[config.mk]
export PLATFORM = sky130hd
export DESIGN_NAME = nvs_xfer_seq
export DESIGN_NICKNAME = d
export VERILOG_FILES = /design/src/rtl/nvs_pkg.sv /design/src/rtl/nvs_pu_latch.sv /design/src/rtl/nvs_phase_timer.sv /design/src/rtl/nvs_ctrl.sv /design/src/rtl/nvs_xfer_seq.sv
export SDC_FILE = /design/constraint.sdc
export NUM_CORES = 1
export LEC_CHECK = 0
export BUFFER_PORTS_ARGS = -buffer_cell sky130_fd_sc_hd__buf_2
export CAP_MARGIN = 20
export CORE_AREA = 2 2 39 41
export CTS_BUF_LIST = sky130_fd_sc_hd__clkbuf_4 sky130_fd_sc_hd__clkbuf_8 sky130_fd_sc_hd__clkbuf_16
export CTS_CLUSTER_DIAMETER = 30
export DETAILED_ROUTE_END_ITERATION = 8
export DIE_AREA = 0 0 41 43
export PLACE_DENSITY = 0.58
export SLEW_MARGIN = 10
export SYNTH_ARGS = -nofsm -noshare
export SYNTH_HDL_FRONTEND = slang
export SYNTH_SLANG_ARGS = --single-unit
[constraint.sdc]
create_clock -name clk -period 3 [get_ports clk]
set_input_delay 0.3 -clock clk [delete_from_list [all_inputs] [get_ports clk]]
set_output_delay 0.3 -clock clk [all_outputs]
set_load 0.02 [all_outputs]
[src/rtl/nvs_pkg.sv]
`timescale 1ns/1ps
package nvs_pkg;
  typedef enum logic [1:0] {OP_STORE, OP_RECALL, OP_PWRUP} op_e;
  typedef enum logic [1:0] {PH_IDLE, PH_FIRST, PH_SECOND} ph_e;

  function automatic int max_of(input int a, input int b);
    return (a > b) ? a : b;
  endfunction
endpackage

[src/rtl/nvs_pu_latch.sv]
`timescale 1ns/1ps
module nvs_pu_latch (
  input  logic clk,
  input  logic rst_n,
  input  logic supply_ok,
  input  logic take,
  output logic pend
);
  always_ff @(posedge clk or negedge rst_n) begin
    if (!rst_n)          pend <= 1'b1;
    else if (!supply_ok) pend <= 1'b1;
    else if (take)       pend <= 1'b0;
  end

  assert_low_latches_R9: assert property (@(posedge clk) disable iff (!rst_n)
    !supply_ok |=> pend);
  assert_take_clears_R4: assert property (@(posedge clk) disable iff (!rst_n)
    (take && supply_ok) |=> !pend);
endmodule

[src/rtl/nvs_phase_timer.sv]
`timescale 1ns/1ps
module nvs_phase_timer #(
  parameter int W = 4
) (
  input  logic         clk,
  input  logic         rst_n,
  input  logic         load,
  input  logic [W-1:0] len,
  output logic         done
);
  logic [W-1:0] cnt;

  always_ff @(posedge clk or negedge rst_n) begin
    if (!rst_n)          cnt <= '0;
    else if (load)       cnt <= len - W'(1);
    else if (cnt != '0)  cnt <= cnt - W'(1);
  end

  assign done = (cnt == '0);

  assert_load_value_R2: assert property (@(posedge clk) disable iff (!rst_n)
    load |=> (cnt == ($past(len) - W'(1))));
  assert_count_down_R6: assert property (@(posedge clk) disable iff (!rst_n)
    (!load && cnt != '0) |=> (cnt == ($past(cnt) - W'(1))));
endmodule

[src/rtl/nvs_ctrl.sv]
`timescale 1ns/1ps
module nvs_ctrl
  import nvs_pkg::*;
#(
  parameter int W         = 4,
  parameter int ST_ERASE  = 4,
  parameter int ST_PROG   = 6,
  parameter int RC_CLEAR  = 3,
  parameter int RC_XFER   = 5,
  parameter int PU_CLEAR  = 2,
  parameter int PU_XFER   = 7
) (
  input  logic         clk,
  input  logic         rst_n,
  input  logic         supply_ok,
  input  logic         pend,
  input  logic         cmd_store,
  input  logic         cmd_recall,
  input  logic         t_done,
  output logic         take,
  output logic         t_load,
  output logic [W-1:0] t_len,
  output ph_e          ph,
  output op_e          op
);
  ph_e ph_n;
  op_e op_n;

  function automatic logic [W-1:0] first_len(input op_e o);
    case (o)
      OP_STORE:  return W'(ST_ERASE);
      OP_RECALL: return W'(RC_CLEAR);
      default:   return W'(PU_CLEAR);
    endcase
  endfunction

  function automatic logic [W-1:0] second_len(input op_e o);
    case (o)
      OP_STORE:  return W'(ST_PROG);
      OP_RECALL: return W'(RC_XFER);
      default:   return W'(PU_XFER);
    endcase
  endfunction

  always_comb begin
    ph_n   = ph;
    op_n   = op;
    take   = 1'b0;
    t_load = 1'b0;
    t_len  = '0;
    case (ph)
      PH_IDLE: begin
        if (supply_ok && (pend || cmd_recall || cmd_store)) begin
          if (pend) begin
            op_n = OP_PWRUP;
            take = 1'b1;
          end else if (cmd_recall) begin
            op_n = OP_RECALL;
          end else begin
            op_n = OP_STORE;
          end
          ph_n   = PH_FIRST;
          t_load = 1'b1;
          t_len  = first_len(op_n);
        end
      end
      PH_FIRST: begin
        if (!supply_ok) begin
          ph_n = PH_IDLE;
        end else if (t_done) begin
          ph_n   = PH_SECOND;
          t_load = 1'b1;
          t_len  = second_len(op);
        end
      end
      default: begin
        if (!supply_ok || t_done) ph_n = PH_IDLE;
      end
    endcase
  end

  always_ff @(posedge clk or negedge rst_n) begin
    if (!rst_n) begin
      ph <= PH_IDLE;
      op <= OP_STORE;
    end else begin
      ph <= ph_n;
      op <= op_n;
    end
  end

  assert_op_held_R8: assert property (@(posedge clk) disable iff (!rst_n)
    (ph != PH_IDLE) |=> (op == $past(op)));
  assert_recall_wins_R11: assert property (@(posedge clk) disable iff (!rst_n)
    (ph == PH_IDLE && supply_ok && !pend && cmd_recall) |=> (op == OP_RECALL));
  assert_pend_first_R9: assert property (@(posedge clk) disable iff (!rst_n)
    (ph == PH_IDLE && supply_ok && pend) |=> (ph == PH_FIRST && op == OP_PWRUP));
  assert_abort_R10: assert property (@(posedge clk) disable iff (!rst_n)
    !supply_ok |=> (ph == PH_IDLE));
endmodule

[src/rtl/nvs_xfer_seq.sv]
`timescale 1ns/1ps
module nvs_xfer_seq
  import nvs_pkg::*;
#(
  parameter int ST_ERASE = 4,
  parameter int ST_PROG  = 6,
  parameter int RC_CLEAR = 3,
  parameter int RC_XFER  = 5,
  parameter int PU_CLEAR = 2,
  parameter int PU_XFER  = 7
) (
  input  logic clk,
  input  logic rst_n,
  input  logic supply_ok,
  input  logic cmd_store,
  input  logic cmd_recall,
  output logic busy_n,
  output logic access_off,
  output logic erase_on,
  output logic prog_on,
  output logic clear_on,
  output logic xfer_on
);
  localparam int MAXL = max_of(max_of(max_of(ST_ERASE, ST_PROG), max_of(RC_CLEAR, RC_XFER)),
                               max_of(PU_CLEAR, PU_XFER));
  localparam int W = $clog2(MAXL + 1);

  logic         pend, take, t_load, t_done;
  logic [W-1:0] t_len;
  ph_e          ph;
  op_e          op;

  nvs_pu_latch u_pend (
    .clk(clk), .rst_n(rst_n), .supply_ok(supply_ok), .take(take), .pend(pend)
  );

  nvs_phase_timer #(.W(W)) u_timer (
    .clk(clk), .rst_n(rst_n), .load(t_load), .len(t_len), .done(t_done)
  );

  nvs_ctrl #(
    .W(W), .ST_ERASE(ST_ERASE), .ST_PROG(ST_PROG), .RC_CLEAR(RC_CLEAR),
    .RC_XFER(RC_XFER), .PU_CLEAR(PU_CLEAR), .PU_XFER(PU_XFER)
  ) u_ctrl (
    .clk(clk), .rst_n(rst_n), .supply_ok(supply_ok), .pend(pend),
    .cmd_store(cmd_store), .cmd_recall(cmd_recall), .t_done(t_done),
    .take(take), .t_load(t_load), .t_len(t_len), .ph(ph), .op(op)
  );

  assign erase_on   = (ph == PH_FIRST)  && (op == OP_STORE);
  assign prog_on    = (ph == PH_SECOND) && (op == OP_STORE);
  assign clear_on   = (ph == PH_FIRST)  && (op != OP_STORE);
  assign xfer_on    = (ph == PH_SECOND) && (op != OP_STORE);
  assign access_off = (ph != PH_IDLE) || pend;
  assign busy_n     = !access_off;

  assert_one_strobe_R7: assert property (@(posedge clk) disable iff (!rst_n)
    $onehot0({erase_on, prog_on, clear_on, xfer_on}));
  assert_erase_before_prog_R2: assert property (@(posedge clk) disable iff (!rst_n)
    $rose(prog_on) |-> $past(erase_on));
  assert_clear_before_xfer_R3: assert property (@(posedge clk) disable iff (!rst_n)
    $rose(xfer_on) |-> $past(clear_on));
  assert_drop_on_low_R10: assert property (@(posedge clk) disable iff (!rst_n)
    !supply_ok |=> !(erase_on || prog_on || clear_on || xfer_on) && !busy_n);
endmodule

After elaboration in Yosys (flattened, before gate mapping)
Index checks and enable logic that the tools add are counted.
{ "totals": {"inputBits": 5, "reg_bits": 8, "out_inout_bits": 6} }
{ "op_classes": {"n_reduce_logical": 22, "muxes": 26, "add_sub_neg": 2, "n_eq_ne": 7} }
{ "op_table": {"columns": ["cell", "n"], "rows": [
  ["3-bit 2-to-1 mux", 5],
  ["2-bit 2-to-1 mux", 7],
  ["3-bit case mux with 2 select lines", 2],
  ["1-bit 2-to-1 mux", 9],
  ["2-bit case mux with 2 select lines", 2],
  ["2-bit by 1-bit == test with 1-bit output, second input constant", 3],
  ["2-bit zero test", 3],
  ["2-bit nonzero test", 3],
  ["3-bit nonzero test", 2],
  ["3-bit by 1-bit subtractor with 3-bit output, second input constant", 2],
  ["1-bit logical AND", 5],
  ["1-bit logical OR", 4],
  ["2-bit by 1-bit != test with 1-bit output, second input constant", 2],
  ["3-bit zero test", 1],
  ["3-bit by 2-bit != test with 1-bit output, second input constant", 1],
  ["3-bit AND reduction", 1],
  ["2-bit == test, second input constant", 1],
  ["1-bit zero test", 2],
  ["1-bit case mux with 2 select lines", 1],
  ["2-bit AND reduction", 1]
]} }

Depth between registers and ports, before layout
{ "depth": {"word_depth": 11, "ltp_mapped": 7, "depth_no_buf": 7} }

By module
A second synthesis with hierarchy kept.
{ "hier_totals": {"cells_unflattened": 60, "hier_area_um2": 525.5} }
{ "by_module_without_submodules": {"columns": ["module", "cells_each", "n_inst", "seq_area_each_um2", "area_each_um2"], "rows": [
  ["nvs_ctrl", 29, 1, 100.1, 255.2],
  ["nvs_phase_timer", 19, 1, 75.1, 173.9],
  ["nvs_xfer_seq", 9, 1, 0.0, 57.6],
  ["nvs_pu_latch", 3, 1, 26.3, 38.8]
]} }

Least setup slack after synthesis
Ideal clock, no wire load.
{ "synth_timing": {"kind": "flip-flop to flip-flop", "startpoint": "register u_ctrl.ph[0]", "endpoint": "register u_timer.cnt[2]", "path_slack_ns": 0.955, "period_less_slack_ns": 2.045, "arrival_time_ns": 1.912, "setup_ns": 0.133, "required_ns": 2.867, "path_buffers": 0, "stages_incl_launch_ff": 8, "path_cell_list": "dfrtp_1 -> nor3_1 -> nand3_1 -> o21ai_0 -> a21oi_1 -> ha_1 -> a2111oi_2 -> a31oi_1"} }
{ "synth_between": {"elab_chain_cells": 4} }
{ "synth_rtl": {"columns": ["element", "line", "rtl"], "rows": [
  ["from (decl)", "nvs_ctrl.sv:23", "output ph_e ph,"],
  ["from (signal assigned)", "nvs_ctrl.sv:87", "ph <= ph_n;"],
  ["2-bit by 1-bit == test with 1-bit output or 2-bit zero test (tied branches)", "nvs_ctrl.sv:51", "case (ph)"],
  ["3-bit case mux with 2 select lines", "nvs_ctrl.sv:51", null],
  ["3-bit by 1-bit subtractor with 3-bit output", "nvs_phase_timer.sv:15", "else if (load) cnt <= len - W'(1);"],
  ["3-bit 2-to-1 mux", "nvs_phase_timer.sv:15", null],
  ["to (signal assigned)", "nvs_phase_timer.sv:15", null],
  ["to (signal assigned)", "nvs_phase_timer.sv:16", "else if (cnt != '0) cnt <= cnt - W'(1);"],
  ["to (decl)", "nvs_phase_timer.sv:11", "logic [W-1:0] cnt;"]
]} }
Parallel ways exist; a longest one is shown, timed or not.
A chain may end at the register's enable or synchronous reset.

Worst setup path in the final report
{ "layout_timing": {"startpoint": "register u_timer.cnt[1]", "endpoint": "register u_timer.cnt[2]"} }
{ "layout_between": {"elab_chain_cells": 6} }
{ "layout_rtl": {"columns": ["element", "line", "rtl"], "rows": [
  ["3-bit zero test", "nvs_phase_timer.sv:19", "assign done = (cnt == '0);"],
  ["3-bit 2-to-1 mux", "nvs_ctrl.sv:70", "end else if (t_done) begin"],
  ["3-bit 2-to-1 mux", "nvs_ctrl.sv:68", "if (!supply_ok) begin"],
  ["3-bit case mux with 2 select lines", "nvs_ctrl.sv:51", null],
  ["3-bit by 1-bit subtractor with 3-bit output", "nvs_phase_timer.sv:15", null],
  ["3-bit 2-to-1 mux", "nvs_phase_timer.sv:15", null]
]} }
Parallel ways exist; a longest one is shown, timed or not. The select of a mux whose other input is x is not followed.

==> impl_metrics.py <==
metrics = {
    "sta": {
        "min_period_ns": 1.93,
        "max_clock_freq_mhz": 519,
        "setup_violation_total_in_the_final_timing_report": 0,
        "hold_viol": 0,
        "maxSlewViolCount": 0,
        "clock_skew_ns": 0.000436,
        "final_critical_path_share_of_the_clock_period_pct": 64.2,
        "max_slew.worst_pin.slew_ns": 0.664,
        "maxSlewHeadroom_pct": 55.5,
        "rsz0062_at_grt": "no",
        "sum_of_negative_setup_slack_ns": 0,
    },
    "clocking": {
        "clock_latency_ns": 0.26,
        "cts_resized": 0,
        "cts-htree-levels": 1,
        "clock-root-buffer": "sky130_fd_sc_hd__clkbuf_4",
        "cts_num_sinks": 8,
        "numCtsBuffers": 3,
        "cts-root-to-sink-buffers": 2,
        "clk_pin_slew_ns": 0.06,
        "cts_tree": "yes",
    },
    "routing": {
        "detail_route.drc_violations": 0,
        "detailroute.via_count": 418,
        "drt-initial-drc-count": 6,
        "vias_per_cell": 5.23,
        "first_pass_iteration_count_of_the_detailed_router": 2,
        "totalWireLength_um": 932,
        "wire_per_inst_um": 11.7,
        "antenna_violating_nets_post_route": 0,
    },
    "grt": {
        "grt_pass1_vias": 384,
        "globalRoute.totalOverflow": 0,
        "grt_max_degree": 10,
        "grt_first_pass_wirelength_um": 1580,
        "antenna_found_initial": 0,
        "grt.total_usage_pct": 13.8,
    },
    "synth": {
        "avgSynthCellArea_um2": 9.42,
        "flops_latches_synth": 8,
        "yosys_warnings": 0,
        "syn-cell-area_um2": 462,
        "synth.cells.most_frequent": "sky130_fd_sc_hd__dfrtp_1, sky130_fd_sc_hd__nand2_1, sky130_fd_sc_hd__nor2_1, sky130_fd_sc_hd__o21ai_0",
        "synthTopCellsByArea": "sky130_fd_sc_hd__dfrtp_1, sky130_fd_sc_hd__dfstp_2, sky130_fd_sc_hd__o21ai_0",
        "syn-instance-count": 49,
        "synth-seq-area-share_pct": 43.6,
        "dominantRegCellSynth": "sky130_fd_sc_hd__dfrtp_1",
        "synth_top_cell_area_share_pct": 37.9,
        "synthesis.nets": 55,
        "synthMostInstantiatedCell": "sky130_fd_sc_hd__dfrtp_1",
        "synth_enable_flop_cells": 0,
        "ys_async_sr_fraction_pct": 100,
        "yosys.cell_types.count": 21,
        "synth_largest_area_cell": "sky130_fd_sc_hd__dfrtp_1",
    },
    "placement": {
        "hpwlAfterDp_um": 711,
        "postPlaceCellArea_um2": 532,
        "place.port_buffers": 10,
        "place.gp.congestion": 0.718,
    },
    "die": {
        "initial_util_pct": 33.4,
        "top_level_ports": 11,
        "chip_height_um": 43,
        "overall_die_area_um2": 1760,
        "coreArea_um2": 1380,
        "die_width_um": 41,
        "fp-row-count": 14,
    },
    "power": {
        "power_switching_uw": 256,
        "seq_power_share_pct": 38.0,
        "pwr-share-comb_pct": 45.1,
        "power_leakage_uw": 0.000266,
        "p_int_uw": 341,
        "ir_worst_vdd_mv": 0.451,
        "power.density_cell_area_nw_per_um2": 1050,
        "share_clk_of_total_power_pct": 16.9,
        "power.switching_fraction_pct": 42.9,
    },
    "critical_path": {
        "start_kind": "flip-flop",
        "critical_path_class": "reg2reg",
        "worst-path-max-fanout": 7,
        "cp_data_arrival_time_ns": 2.06,
        "path_cells": "nor3_4 > nand3_1 > o21ai_0 > a21oi_1 > ha_1 > a2111oi_2 > a31oi_1",
        "timing.critical_path.to_type": "flip-flop",
        "critPathSlowestCell": "sky130_fd_sc_hd__dfrtp_1",
        "worst_ep_required_time_ns": 3.14,
        "critPathMaxStageDelay_ns": 0.41,
    },
    "cells_and_area": {
        "antenna_cells_inserted": 0,
        "num-fill-cells": 148,
        "finish.instance_area_um2": 572,
        "synthToLayoutAreaGrowth_pct": 23.8,
        "nNetsFinal": 71,
        "drive_gt1_share_pct": 31.3,
        "fin_util_pct": 41.3,
    },
    "outcome": {
        "status": "complete, no violations",
    },
    "worst_hold_path": {
        "min_path_type": "in2reg",
    },
    "job": {
        "max-cap-violations": 0,
    },
}
==> metrics by stage <==
stage               std cells  setup slack (ns)  hold WS, ns  total power, µW
detailed placement         75              1.07        0.156              500
global route               80             0.855        0.258              651
global placement           75              1.10        0.156              494
CTS                        80              1.06        0.247              603
floorplan                  49             0.955      0.00441              427
finish                     80              1.07        0.245              598
==> area by class of cell <==
cell class                      count  area [µm²]  area share [%]
Clock buffer                        4        30.0            5.25
Multi-Input combinational cell     40         256            44.9
Tap cell                           16        20.0            3.50
Sequential cell                     8         201            35.2
Timing Repair Buffer               11        60.1            10.5
Inverter                            1        3.75           0.656
==> critical path, delay by kind of cell (launching register included) <==
| kind | cells | cell delay, ns |
|---|---|---|
| flops | 1 | 0.41 |
| fa+ha+maj | 1 | 0.23 |
| compound gates | 4 | 0.66 |
| simple gates | 2 | 0.49 |
==> cells in the final DEF (no fill, tap or decap), drive strengths merged, types with 3 or more instances in the layout <==
cell type  instances
buf               10
clkbuf             4
nor2b              3
dfrtp              7
nor2               5
o21ai              5
nand2              5
nor3               4
a21oi              3
==> what timing repair did <==
action,CTS,global route
endpoints found under the hold margin,7,0
setup buffers,0,0
hold buffers,1,0
==> kinds of logic after synthesis <==
group           count (synthesis)  share of synthesized area [%]
compound gates                 13                           19.0
fa+ha+maj                       1                           2.71
buf+inv                         1                          0.812
flops                           8                           43.6
mux                             2                           4.61
simple gates                   24                           29.3
==> state kept, by name, summed over array words and instances (netlist names) <==
| register | flops |
|---|---|
| u_ctrl.ph | 2 |
| u_ctrl.op | 2 |
| u_timer.cnt | 3 |
| u_pend.pend | 1 |
==> power groups by stage <==
stage | combinational [µW] | clock [µW] | sequential (µW)
2_1_floorplan | 213 | 0 | 214
3_3_place_gp | 268 | 0 | 226
3_5_place_dp | 271 | 0 | 229
4_1_cts | 273 | 103 | 227
5_1_grt | 306 | 110 | 236
6_report | 270 | 101 | 227
==> worst paths after layout <==
check,start,end,slack (ns),cells after the start
min in group asynchronous,rst_n,u_timer.cnt[0],0.41,2
max in group asynchronous,rst_n,u_pend.pend,2.35,2
setup reg to reg,u_timer.cnt[1],u_timer.cnt[2],1.07,7
setup / recovery,u_timer.cnt[1],u_timer.cnt[2],1.07,7
hold reg to reg,u_pend.pend,u_pend.pend,0.52,2
hold / removal,supply_ok,u_pend.pend,0.24,2
==> per-layer routing <==
metal	part of all wire, %	global-route usage (%)	routed length [µm]
met5	0	0	0
met4	1.1	8.00	10
met3	4.6	4.71	43
met2	47	20.6	439
met1	47	16.2	438
Power figures use the tool's default switching activity.
